--- src/rtl/srx_pkg.sv ---
package srx_pkg;
   typedef enum logic [1:0] {
      ST_IDLE = 2'd0,
      ST_DATA = 2'd1,
      ST_PAR  = 2'd2,
      ST_STOP = 2'd3
   } frm_state_t;
endpackage

--- src/rtl/srx_deframer.sv ---
module srx_deframer
   import srx_pkg::*;
#(
   parameter int DATA_W = 8
) (
   input  logic              clk,
   input  logic              rst_n,
   input  logic              rxd,
   input  logic              samp_en,
   input  logic              len_full,
   input  logic              par_en,
   input  logic              par_odd,
   output logic              push,
   output logic [DATA_W-1:0] push_data,
   output logic              par_bad
);
   localparam int BIT_W = $clog2(DATA_W);

   initial begin
      if (DATA_W < 5) $error("srx_deframer: DATA_W must be at least 5");
   end

   frm_state_t        state_q;
   logic [BIT_W-1:0]  bcnt_q;
   logic [DATA_W-1:0] sr_q;
   logic              acc_q;
   logic              pbit_q;
   logic [BIT_W-1:0]  last_idx;

   assign last_idx = len_full ? BIT_W'(DATA_W - 1) : BIT_W'(DATA_W - 2);

   always_ff @(posedge clk) begin
      if (!rst_n) begin
         state_q <= ST_IDLE;
         bcnt_q  <= '0;
         sr_q    <= '0;
         acc_q   <= 1'b0;
         pbit_q  <= 1'b0;
      end else if (samp_en) begin
         unique case (state_q)
            ST_IDLE: begin
               if (!rxd) begin
                  state_q <= ST_DATA;
                  bcnt_q  <= '0;
                  acc_q   <= 1'b0;
                  pbit_q  <= 1'b0;
               end
            end
            ST_DATA: begin
               sr_q  <= {rxd, sr_q[DATA_W-1:1]};
               acc_q <= acc_q ^ rxd;
               if (bcnt_q == last_idx) state_q <= par_en ? ST_PAR : ST_STOP;
               else                    bcnt_q  <= bcnt_q + 1'b1;
            end
            ST_PAR: begin
               pbit_q  <= rxd;
               state_q <= ST_STOP;
            end
            ST_STOP: state_q <= ST_IDLE;
            default: state_q <= ST_IDLE;
         endcase
      end
   end

   assign push      = samp_en && (state_q == ST_STOP);
   assign push_data = len_full ? sr_q : {1'b0, sr_q[DATA_W-1:1]};
   assign par_bad   = push && par_en && ((acc_q ^ pbit_q) != par_odd);

   a_r2_idle_hold: assert property (@(posedge clk) disable iff (!rst_n)
      (state_q == ST_IDLE && !samp_en) |=> (state_q == ST_IDLE));
   a_r8_stop_ends: assert property (@(posedge clk) disable iff (!rst_n)
      push |=> (state_q == ST_IDLE));
endmodule

--- src/rtl/srx_fifo.sv ---
module srx_fifo #(
   parameter int DATA_W = 8,
   parameter int DEPTH  = 4
) (
   input  logic                       clk,
   input  logic                       rst_n,
   input  logic                       wr,
   input  logic [DATA_W-1:0]          wdata,
   input  logic                       rd,
   output logic [DATA_W-1:0]          rdata,
   output logic [$clog2(DEPTH+1)-1:0] count,
   output logic                       drop
);
   localparam int PTR_W = $clog2(DEPTH);
   localparam int CNT_W = $clog2(DEPTH + 1);

   initial begin
      if (DEPTH < 2 || (DEPTH & (DEPTH - 1)) != 0)
         $error("srx_fifo: DEPTH must be a power of two, at least 2");
   end

   logic [DATA_W-1:0] mem_q [DEPTH];
   logic [PTR_W-1:0]  wptr_q, rptr_q;
   logic [CNT_W-1:0]  cnt_q;
   logic              full, empty, do_wr, do_rd;

   assign full  = (cnt_q == CNT_W'(DEPTH));
   assign empty = (cnt_q == '0);
   assign do_rd = rd && !empty;
   assign do_wr = wr && (!full || do_rd);
   assign drop  = wr && full && !do_rd;

   for (genvar i = 0; i < DEPTH; i++) begin : g_ent
      always_ff @(posedge clk) begin
         if (do_wr && wptr_q == PTR_W'(i)) mem_q[i] <= wdata;
      end
   end

   always_ff @(posedge clk) begin
      if (!rst_n) begin
         wptr_q <= '0;
         rptr_q <= '0;
         cnt_q  <= '0;
      end else begin
         if (do_wr) wptr_q <= wptr_q + 1'b1;
         if (do_rd) rptr_q <= rptr_q + 1'b1;
         if (do_wr && !do_rd)      cnt_q <= cnt_q + 1'b1;
         else if (do_rd && !do_wr) cnt_q <= cnt_q - 1'b1;
      end
   end

   assign rdata = empty ? '0 : mem_q[rptr_q];
   assign count = cnt_q;

   a_r9_count_bound: assert property (@(posedge clk) disable iff (!rst_n)
      cnt_q <= CNT_W'(DEPTH));
   a_r9_pop_empty: assert property (@(posedge clk) disable iff (!rst_n)
      (cnt_q == '0 && rd && !wr) |=> (cnt_q == '0));
   a_r5_push_incr: assert property (@(posedge clk) disable iff (!rst_n)
      (wr && !rd && !full) |=> (cnt_q == $past(cnt_q) + 1'b1));
   a_r11_no_overflow: assert property (@(posedge clk) disable iff (!rst_n)
      (wr && full && !rd) |=> ($stable(cnt_q) && $stable(wptr_q)));
endmodule

--- src/rtl/srx_status.sv ---
module srx_status #(
   parameter int CNT_W  = 3,
   parameter int TRIG_W = 2
) (
   input  logic              clk,
   input  logic              rst_n,
   input  logic              par_bad,
   input  logic              drop,
   input  logic              clr_perr,
   input  logic              clr_ovr,
   input  logic [CNT_W-1:0]  count,
   input  logic [TRIG_W-1:0] trig,
   output logic              perr_flag,
   output logic              ovr_flag,
   output logic              irq_full,
   output logic              irq_ovr
);
   initial begin
      if (CNT_W <= TRIG_W) $error("srx_status: CNT_W must exceed TRIG_W");
   end

   logic perr_q, ovr_q;
   logic [CNT_W-1:0] level;

   assign level = CNT_W'(trig) + 1'b1;

   always_ff @(posedge clk) begin
      if (!rst_n) begin
         perr_q <= 1'b0;
         ovr_q  <= 1'b0;
      end else begin
         if (par_bad)       perr_q <= 1'b1;
         else if (clr_perr) perr_q <= 1'b0;
         if (drop)          ovr_q  <= 1'b1;
         else if (clr_ovr)  ovr_q  <= 1'b0;
      end
   end

   assign perr_flag = perr_q;
   assign ovr_flag  = ovr_q;
   assign irq_full  = (count >= level);
   assign irq_ovr   = ovr_q;

   a_r7_perr_sticky: assert property (@(posedge clk) disable iff (!rst_n)
      (perr_q && !clr_perr) |=> perr_q);
   a_r6_perr_set: assert property (@(posedge clk) disable iff (!rst_n)
      par_bad |=> perr_q);
   a_r11_ovr_set: assert property (@(posedge clk) disable iff (!rst_n)
      drop |=> ovr_q);
endmodule

--- src/rtl/serial_rx_fifo.sv ---
module serial_rx_fifo #(
   parameter int DATA_W = 8,
   parameter int DEPTH  = 4,
   parameter int TRIG_W = $clog2(DEPTH),
   parameter int CNT_W  = $clog2(DEPTH + 1)
) (
   input  logic              clk,
   input  logic              rst_n,
   input  logic              rxd,
   input  logic              samp_en,
   input  logic              cfg_len8,
   input  logic              cfg_par_en,
   input  logic              cfg_par_odd,
   input  logic              cfg_stop2,
   input  logic [TRIG_W-1:0] cfg_trig,
   input  logic              rd_en,
   input  logic              clr_perr,
   input  logic              clr_ovr,
   output logic [DATA_W-1:0] rd_data,
   output logic [CNT_W-1:0]  rx_count,
   output logic              perr_flag,
   output logic              ovr_flag,
   output logic              irq_full,
   output logic              irq_ovr
);
   logic              push, par_bad, drop;
   logic [DATA_W-1:0] push_data;
   logic              stop2_unused;

   // A second stop bit never delays the end of reception.
   assign stop2_unused = cfg_stop2;

   srx_deframer #(.DATA_W(DATA_W)) u_deframer (
      .clk(clk), .rst_n(rst_n), .rxd(rxd), .samp_en(samp_en),
      .len_full(cfg_len8), .par_en(cfg_par_en), .par_odd(cfg_par_odd),
      .push(push), .push_data(push_data), .par_bad(par_bad)
   );

   srx_fifo #(.DATA_W(DATA_W), .DEPTH(DEPTH)) u_fifo (
      .clk(clk), .rst_n(rst_n), .wr(push), .wdata(push_data), .rd(rd_en),
      .rdata(rd_data), .count(rx_count), .drop(drop)
   );

   srx_status #(.CNT_W(CNT_W), .TRIG_W(TRIG_W)) u_status (
      .clk(clk), .rst_n(rst_n), .par_bad(par_bad), .drop(drop),
      .clr_perr(clr_perr), .clr_ovr(clr_ovr), .count(rx_count),
      .trig(cfg_trig), .perr_flag(perr_flag), .ovr_flag(ovr_flag),
      .irq_full(irq_full), .irq_ovr(irq_ovr)
   );

   a_r10_irq_zero_empty: assert property (@(posedge clk) disable iff (!rst_n)
      (rx_count == '0) |-> !irq_full);
   a_r4_short_msb: assert property (@(posedge clk) disable iff (!rst_n)
      (push && !cfg_len8) |-> !push_data[DATA_W-1]);
endmodule

--- config.mk ---
export PLATFORM = sky130hd
export DESIGN_NAME = serial_rx_fifo
export DESIGN_NICKNAME = d
export VERILOG_FILES = /design/src/rtl/srx_pkg.sv /design/src/rtl/srx_deframer.sv /design/src/rtl/srx_fifo.sv /design/src/rtl/srx_status.sv /design/src/rtl/serial_rx_fifo.sv
export SDC_FILE = /design/constraint.sdc
export NUM_CORES = 1
export LEC_CHECK = 0
export BUFFER_PORTS_ARGS = -buffer_cell sky130_fd_sc_hd__buf_4
export CAP_MARGIN = 20
export CORE_ASPECT_RATIO = 1.1
export CORE_MARGIN = 5
export CORE_UTILIZATION = 52
export DETAILED_ROUTE_END_ITERATION = 12
export HOLD_SLACK_MARGIN = 0.1
export PLACE_DENSITY = 0.75
export SLEW_MARGIN = 25
export SYNTH_ARGS = -nofsm -noshare
export SYNTH_HDL_FRONTEND = slang
export SYNTH_SLANG_ARGS = --single-unit
--- constraint.sdc ---
create_clock -name clk -period 2.2 [get_ports clk]
set_clock_uncertainty 0.15 [all_clocks]
set_input_delay 0.22 -clock clk [delete_from_list [all_inputs] [get_ports clk]]
set_output_delay 0.22 -clock clk [all_outputs]
set_load 0.005 [all_outputs]
==> results.cfg, run 1 <==
[power]
totalPowerFinal_mw = 3.12
cellPowerDensity_mw_per_mm2 = 932
p_leak_nw = 1.23
ir_drop_uv = 732

[critical_path]
crit_path_max_fanout = 2
end_kind = flop
r2r_slack_ps = 50
r2r_cells = 8
critPathRequiredTime_ps = 2310
path_class = flop to flop
start_kind = flop
worstPathArrival_ps = 2250
r2r-end = u_fifo.count[2]
rr_startpoint = u_fifo.count[1]

[synth]
netlist_area_mm2 = 0.00275
ys_ff_latch = 58
ys_types = 43
netlist_instances = 222
synth_nets = 250
postSynth.asyncResetShare = 0
avgSynthCellArea_um2 = 12.4
yosys_warnings = 0
synth-edff-count = 32
synth_ff_type = edfxtp_1
synth.yosys.seq_area_share = 0.538

[global_routing]
grt_pass1_vias = 1710
grt_max_degree = 23
antenna_found_initial = 0
grt_overflow = 0
gr-usage-all-layers = 0.159
grt_first_pass_wirelength_um = 8230

[finish]
seqCellArea_mm2 = 0.00149
mostFrequentLayoutCell = buf_4
fillers = 376
area_growth_pct = 21.7
finalCoreUtilization = 0.661
multi_input_area_mm2 = 0.00120
fin_nets = 292
drive_above_1_share = 0.313
n_antenna_cell = 0
layout_common_cells = buf_4, edfxtp_1, nand2_1, dfxtp_1, and2_1

[sta]
setup_viol = 0
tightest_slew_ps = 428
rsz0062_at_grt = true
final-max-slew-violation-count = 0
setup_tns_ps = 0
fmax_mhz = 466
hold_slack_ps = 152
hold_violations = 0
slew_headroom = 0.715
timing.final.ws_setup_ps = 52.9
period_share = 0.976
fin_crit_ps = 2150

[floorplanning]
row_count = 27
core_mm2 = 0.00507
start_util = 0.543
die_area_mm2 = 0.00685
dieHeight_um = 86.3
boundaryPins = 28
fp.dieW_um = 79.4

[placement]
place.port_buffers = 26
globalplace.congestion = 0.765
pre_cts_slack_ps = 6.22
hpwlAfterDp_um = 3340

[route]
post_drt_wl_per_cell_um = 15.2
via_count = 1782
drc = 0
first_pass_iters = 4
drtIter0Drc = 101
postRouteAntennaNets = 0
via_per_inst = 5.47
finalWirelength_um = 4960

[job]
max_cap_violations = 0

[clock_tree]
cts.sinks = 58
cts_root_buffer = clkbuf_8
clockBufferDepth = 2
clk_pin_slew_ps = 60
cts_tree = built
clkLatencyLatePin_ps = 330
numCtsBuffers = 9
h-tree-depth = 3

[min_path]
hp-class = input pin to flop
holdCritStartpoint = samp_en
hold_end = u_fifo.wptr_q[1]
min_path_cells = 4

[outcome]
status = complete, no violations
[logic make-up after synthesis]
kind of cell | after synthesis | synth area share
AO/OA/AOI/OAI | 35 | 0.0955
XOR/XNOR | 8 | 0.0282
adder cells (fa/ha/maj) | 15 | 0.0709
buffers and inverters | 24 | 0.0427
flip-flops | 58 | 0.538
multiplexers | 16 | 0.0977
AND/OR/NAND/NOR | 66 | 0.127
[registers in the layout, indices dropped and copies added (netlist names), named ones only]
signal              flops
u_deframer.bcnt_q       3
u_status.irq_ovr        1
u_status.perr_flag      1
u_deframer.acc_q        1
u_fifo.mem_q           32
u_fifo.rptr_q           2
u_deframer.pbit_q       1
u_deframer.state_q      2
u_deframer.sr_q         8
u_fifo.wptr_q           2
u_fifo.count            3
[layout make-up]
class	count	share of cell area
Tap cell	58	0.0217
Sequential cell	58	0.445
Timing Repair Buffer	42	0.0990
Multi-Input combinational cell	140	0.359
Clock inverter	6	0.0247
Inverter	13	0.0146
Clock buffer	9	0.0370
[cells in the mapped netlist (2+ instances only)]
cell	instances	area, um^2
a211oi_1	2	15.0
a21boi_0	9	67.6
a21o_1	2	15.0
a21oi_1	5	25.0
and2_1	17	106
buf_2	4	20.0
buf_4	2	15.0
buf_6	2	22.5
clkbuf_1	3	11.3
dfxtp_1	26	521
edfxtp_1	32	961
ha_1	14	175
inv_1	13	48.8
mux2_2	7	78.8
mux4_2	8	180
nand2_1	24	90.1
nand3_1	6	30.0
nand3b_1	2	15.0
nor2_1	5	18.8
nor2b_1	4	25.0
o21ai_0	7	35.0
or3_1	2	12.5
xnor2_1	4	35.0
xor2_1	3	26.3
[critical path, stage by stage (launching register included)]
cell and delay (ps):
dfxtp_4 340, or3_4 400, nand2_4 80, ha_4 130, inv_2 40, fa_2 340
xor2_1 150, or3_1 320, a21oi_2 130
[power breakdown]
part           switching [mW]  internal, mW
combinational           0.369         0.495
sequential             0.0368          1.18
clock                   0.411         0.625
total                   0.817          2.30
[how the worst max path moves through the flow]
stage | startpoint | end | slack [ps] | cells after the start
3_5_place_dp | u_fifo.count[1] | u_fifo.count[2] | 6 | 8
5_1_grt | u_deframer.state_q[1] | u_fifo.count[2] | -20 | 9
2_1_floorplan | u_fifo.count[1] | u_fifo.count[2] | 10 | 9
3_3_place_gp | u_fifo.count[1] | u_fifo.count[2] | 70 | 8
6_report | u_fifo.count[1] | u_fifo.count[2] | 50 | 8
4_1_cts | u_fifo.count[1] | u_fifo.count[2] | 2 | 8
[per-layer routing]
| metal | up-vias | part of all wire | global-route usage |
|---|---|---|---|
| li1 | 872 | - | - |
| met1 | 864 | 0.42 | 0.193 |
| met2 | 33 | 0.51 | 0.260 |
| met3 | 13 | 0.039 | 0.0395 |
| met4 | 0 | 0.025 | 0.0844 |
| met5 | - | 0 | 0 |
[per-stage QoR]
stage	std cells	cell area, um^2
finish	326	3350
global route	326	3350
CTS	325	3310
detailed placement	305	3050
global placement	305	3050
floorplan	222	2790
[what timing repair did]
item | CTS | global route
setup buffers | 0 | 1
endpoints found under the setup margin | 0 | 2
endpoints found under the hold margin | 8 | 0
resized for setup | 0 | 8
hold buffers | 5 | 0
(Power assumes the default switching activity.)
==> run 2: changes to the inputs <==
==> constraint.sdc (replaced) <==
create_clock -name clk -period 1.87 [get_ports clk]
set_clock_uncertainty 0.15 [all_clocks]
set_input_delay 0.187 -clock clk [delete_from_list [all_inputs] [get_ports clk]]
set_output_delay 0.187 -clock clk [all_outputs]
set_load 0.005 [all_outputs]
==> results.cfg, run 2 (synthesis results as in run 1) <==
[outcome]
status = finished, violations left
violations = setup timing

[floorplanning]
boundaryPins = 28
core_mm2 = 0.00507
dieHeight_um = 86.3
die_area_mm2 = 0.00685
fp.dieW_um = 79.4
row_count = 27
start_util = 0.543

[critical_path]
start_kind = flop
crit_path_max_fanout = 2
critPathSlowestCell = or3_4
max_stage_delay_ps = 400
critPathTopFamily = simple AND/OR/NAND/NOR gates
crit_chain = or3_4, nand2_4, ha_4, inv_2, fa_2, xor2_1, or3_1, a21oi_2
worstPathArrival_ps = 2240
critPathRequiredTime_ps = 1980
path_buf_inv = 1
end_kind = flop
path_class = flop to flop

[placement]
hpwlAfterDp_um = 3350
dp_cells = 315
pre_cts_slack_ps = -286
place.port_buffers = 26
globalplace.congestion = 0.807

[global_routing]
grt_pass1_vias = 1749
grt_max_degree = 23
antenna_found_initial = 0
grt_first_pass_wirelength_um = 8200
grt_overflow = 0
gr-usage-all-layers = 0.158

[finish]
multi_input_area_mm2 = 0.00127
layout_common_cells = buf_4, edfxtp_1, nand2_1, dfxtp_1, and2_4
stdcell_count = 340
largest_register = u_fifo.mem_q
finalCoreUtilization = 0.704
reg.largest.list = u_fifo.mem_q: 32 flops, u_deframer.sr_q: 8 flops
largest_reg_flops = 32
seqCellArea_mm2 = 0.00149
mostFrequentLayoutCell = buf_4
fin_nets = 305
drive_above_1_share = 0.401
n_antenna_cell = 0
fillers = 354
area_growth_pct = 29.5

[sta]
period_share = 1.14
setup_viol = 11
rsz0062_at_grt = true
hold_slack_ps = 156
slew_headroom = 0.757
hold_violations = 0
final-max-slew-violation-count = 0
tightest_slew_ps = 364
fmax_mhz = 470
fin_crit_ps = 2130
timing.final.ws_setup_ps = -256

[power]
seq_power_share = 0.357
cellPowerDensity_mw_per_mm2 = 1130
p_leak_nw = 1.32
p_sw_mw = 1.04
p_int_mw = 2.98
ir_drop_uv = 582
comb_power_share = 0.339
switching_share = 0.258
clkPwrFrac = 0.304
totalPowerFinal_mw = 4.02

[clock_tree]
cts_root_buffer = clkbuf_8
cts_tree = built
clockBufferDepth = 2
clkLatencyLatePin_ps = 320
cts.sinks = 58
h-tree-depth = 3
clk_pin_slew_ps = 60
numCtsBuffers = 9

[route]
via_per_inst = 5.17
finalWirelength_um = 5000
first_pass_iters = 4
post_drt_wl_per_cell_um = 14.7
via_count = 1758
postRouteAntennaNets = 0
drc = 0
drtIter0Drc = 92

[min_path]
hp-class = input pin to flop

[job]
max_cap_violations = 0
## run 2: changes by cell type in the layout (fill, tap and decap cells not counted), moves of 3 or more
cell / previous run / this run
and2_1: 17 / 5
and2_4: 0 / 12
buf_6: 1 / 10
ha_1: 13 / 9
buf_4: 36 / 39
## run 2: repair_timing
item                                    in CTS  in global routing
hold buffers                                 5                  0
setup buffers                                3                  1
resized for setup                           18                 23
endpoints found under the setup margin      19                 40
endpoints found under the hold margin       19                  0
pin swaps                                   13                  6
## run 2: worst paths after layout
path                             end  slack [ps]  cells past startpoint          startpoint
setup / recovery     u_fifo.count[2]        -260                      8     u_fifo.count[1]
hold / removal      u_fifo.wptr_q[1]         160                      4             samp_en
setup reg to reg     u_fifo.count[2]        -260                      8     u_fifo.count[1]
hold reg to reg   u_deframer.sr_q[0]         310                      2  u_deframer.sr_q[0]
## run 2: final cells by class
| type | instances | area share |
|---|---|---|
| Clock inverter | 5 | 0.0221 |
| Clock buffer | 11 | 0.0368 |
| Multi-Input combinational cell | 140 | 0.356 |
| Sequential cell | 58 | 0.417 |
| Inverter | 13 | 0.0144 |
| Timing Repair Buffer | 55 | 0.133 |
| Tap cell | 58 | 0.0204 |
## run 2: metal layers
layer,vias to the layer above,track usage,wire [um]
li1,900,-,-
met1,827,0.195,2240
met2,23,0.260,2500
met3,8,0.0530,179
met4,0,0.0563,81
met5,-,0,0
## run 2: power groups by stage
| stage | Clock, mW | Sequential, mW | Combinational, mW |
|---|---|---|---|
| global route | 1.31 | 1.44 | 1.47 |
| finish | 1.22 | 1.44 | 1.36 |
| floorplan | 0 | 1.47 | 0.590 |
| detailed placement | 0 | 1.46 | 1.05 |
| CTS | 1.25 | 1.43 | 1.20 |
| global placement | 0 | 1.45 | 1.03 |
## run 2: metrics by stage
stage                     area [um^2]  TNS (ps)
after floorplan                  2790      -408
after global placement           3140      -369
after detailed placement         3140      -441
after CTS                        3490      -821
after global routing             3570     -2050
final                            3570      -499
## run 2: worst reg2reg max path: stages (launching register included)
cell	delay, ps
dfxtp_4	340
or3_4	400
nand2_4	80
ha_4	130
inv_2	40
fa_2	340
xor2_1	150
or3_1	330
a21oi_2	120
==> run 3: changes to the inputs <==
--- a/config.mk
+++ b/config.mk
@@ -7,12 +7,15 @@
 export LEC_CHECK = 0
 export BUFFER_PORTS_ARGS = -buffer_cell sky130_fd_sc_hd__buf_4
 export CAP_MARGIN = 20
+export CELL_PAD_IN_SITES_DETAIL_PLACEMENT = 2
+export CELL_PAD_IN_SITES_GLOBAL_PLACEMENT = 2
 export CORE_ASPECT_RATIO = 1.1
 export CORE_MARGIN = 5
-export CORE_UTILIZATION = 52
+export CORE_UTILIZATION = 36
 export DETAILED_ROUTE_END_ITERATION = 12
 export HOLD_SLACK_MARGIN = 0.1
-export PLACE_DENSITY = 0.75
+export PLACE_DENSITY = 0.76
+export REMOVE_ABC_BUFFERS = 1
 export SLEW_MARGIN = 25
 export SYNTH_ARGS = -nofsm -noshare
 export SYNTH_HDL_FRONTEND = slang
==> results.cfg, run 3 (synthesis results as in run 1) <==
[finish]
layout_common_cells = buf_4, edfxtp_1, nand2_1, dfxtp_1, buf_6
drive_above_1_share = 0.437
mostFrequentLayoutCell = buf_4
seqCellArea_mm2 = 0.00149
fin_nets = 318
finalCoreUtilization = 0.506
largest_register = u_fifo.mem_q
multi_input_area_mm2 = 0.00129
n_antenna_cell = 0
fillers = 704
reg.largest.list = u_fifo.mem_q: 32 flops, u_deframer.sr_q: 8 flops
largest_reg_flops = 32
area_growth_pct = 37.3

[sta]
rsz0062_at_grt = true
fmax_mhz = 447
slew_headroom = 0.767
hold_violations = 0
setup_viol = 11
timing.final.ws_setup_ps = -366
final-max-slew-violation-count = 0
tightest_slew_ps = 347
hold_slack_ps = 196
fin_crit_ps = 2240
period_share = 1.20

[power]
ir_drop_uv = 526
cellPowerDensity_mw_per_mm2 = 1090
p_leak_nw = 1.39

[placement]
hpwlAfterDp_um = 4850
globalplace.congestion = 0.711
place.port_buffers = 26

[global_routing]
grt_overflow = 0
grt_first_pass_wirelength_um = 11800
antenna_found_initial = 0
grt_pass1_vias = 2140
grt_max_degree = 23
gr-usage-all-layers = 0.170

[critical_path]
rr_startpoint = u_fifo.count[1]
worstPathArrival_ps = 2340
start_kind = flop
worstSetupStartpoint = u_fifo.count[1]
critPathRequiredTime_ps = 1980
end_kind = flop
endpoint = u_fifo.count[2]
crit_path_max_fanout = 2
r2r_slack_ps = -370
r2r_cells = 8
path_class = flop to flop
r2r-end = u_fifo.count[2]

[route]
finalWirelength_um = 7850
postRouteAntennaNets = 0
via_per_inst = 4.79
drtIter0Drc = 99
post_drt_wl_per_cell_um = 19.6
drc = 0
via_count = 1917
first_pass_iters = 4

[floorplanning]
core_mm2 = 0.00747
fp.dieW_um = 93.4
boundaryPins = 28
row_count = 33
dieHeight_um = 102
die_area_mm2 = 0.00950
start_util = 0.368

[min_path]
hp-class = input pin to flop
holdCritStartpoint = samp_en

[clock_tree]
h-tree-depth = 3
cts_root_buffer = clkbuf_8
clk_pin_slew_ps = 80
cts.sinks = 58
clockBufferDepth = 2
clkLatencyLatePin_ps = 340
numCtsBuffers = 9
cts_tree = built

[job]
max_cap_violations = 0

[outcome]
violations = setup timing
status = finished, violations left
## run 3: worst min path at each step
stage / endpoint / slack [ps] / cells after the start
floorplan: flop / 160 / 1
detailed placement: u_deframer.sr_q[0] / 330 / 2
global route: u_fifo.wptr_q[1] / 200 / 4
finish: u_fifo.wptr_q[1] / 200 / 4
global placement: u_deframer.sr_q[0] / 300 / 2
CTS: u_fifo.wptr_q[1] / 160 / 4
## run 3: timing repair
| action | 4_1_cts | 5_1_grt |
|---|---|---|
| endpoints found under the hold margin | 15 | 0 |
| setup buffers | 3 | 8 |
| setup endpoints to repair | 12 | 42 |
| pin swaps | 14 | 6 |
| resized for setup | 27 | 26 |
| gates cloned | 0 | 0 |
| hold buffers | 5 | 0 |
## run 3: layer usage
layer  part of all wire  global-route usage
met5                  0                   0
met2               0.56               0.317
met1               0.41               0.190
met3              0.022              0.0297
met4              0.011              0.0688
## run 3: critical path, cell delays in order, from the launching register on
cell and delay, ps:
dfxtp_2 330, or3_4 400, nand2_4 90, ha_4 130, inv_2 40, fa_2 330, xor2_1 190, or3_1 360
a21oi_2 140
## run 3: area by class of cell
cell class | instances | area share
flip-flops and latches | 58 | 0.394
multi-input cells | 140 | 0.340
inverters | 13 | 0.0146
clock inverters | 6 | 0.0152
clock buffers | 10 | 0.0338
repair buffers | 68 | 0.168
well taps | 105 | 0.0348
## run 3: stage by stage
step                      instances  setup TNS, ps  power (mW)  setup slack (ps)  instance area, um^2
after floorplan                 211           -628        1.96              -472                 2680
after global placement          369           -421        2.50              -300                 3280
after detailed placement        369           -651        2.57              -411                 3280
after CTS                       392          -1040        3.93              -254                 3630
after global routing            400          -1960        4.34              -436                 3780
final                           400          -1020        4.11              -366                 3780
## run 3: power breakdown
part	internal [mW]	leakage (nW)	switching, mW
combinational	0.941	0.835	0.624
clock	0.604	0.0874	0.504
sequential	1.39	0.466	0.0443
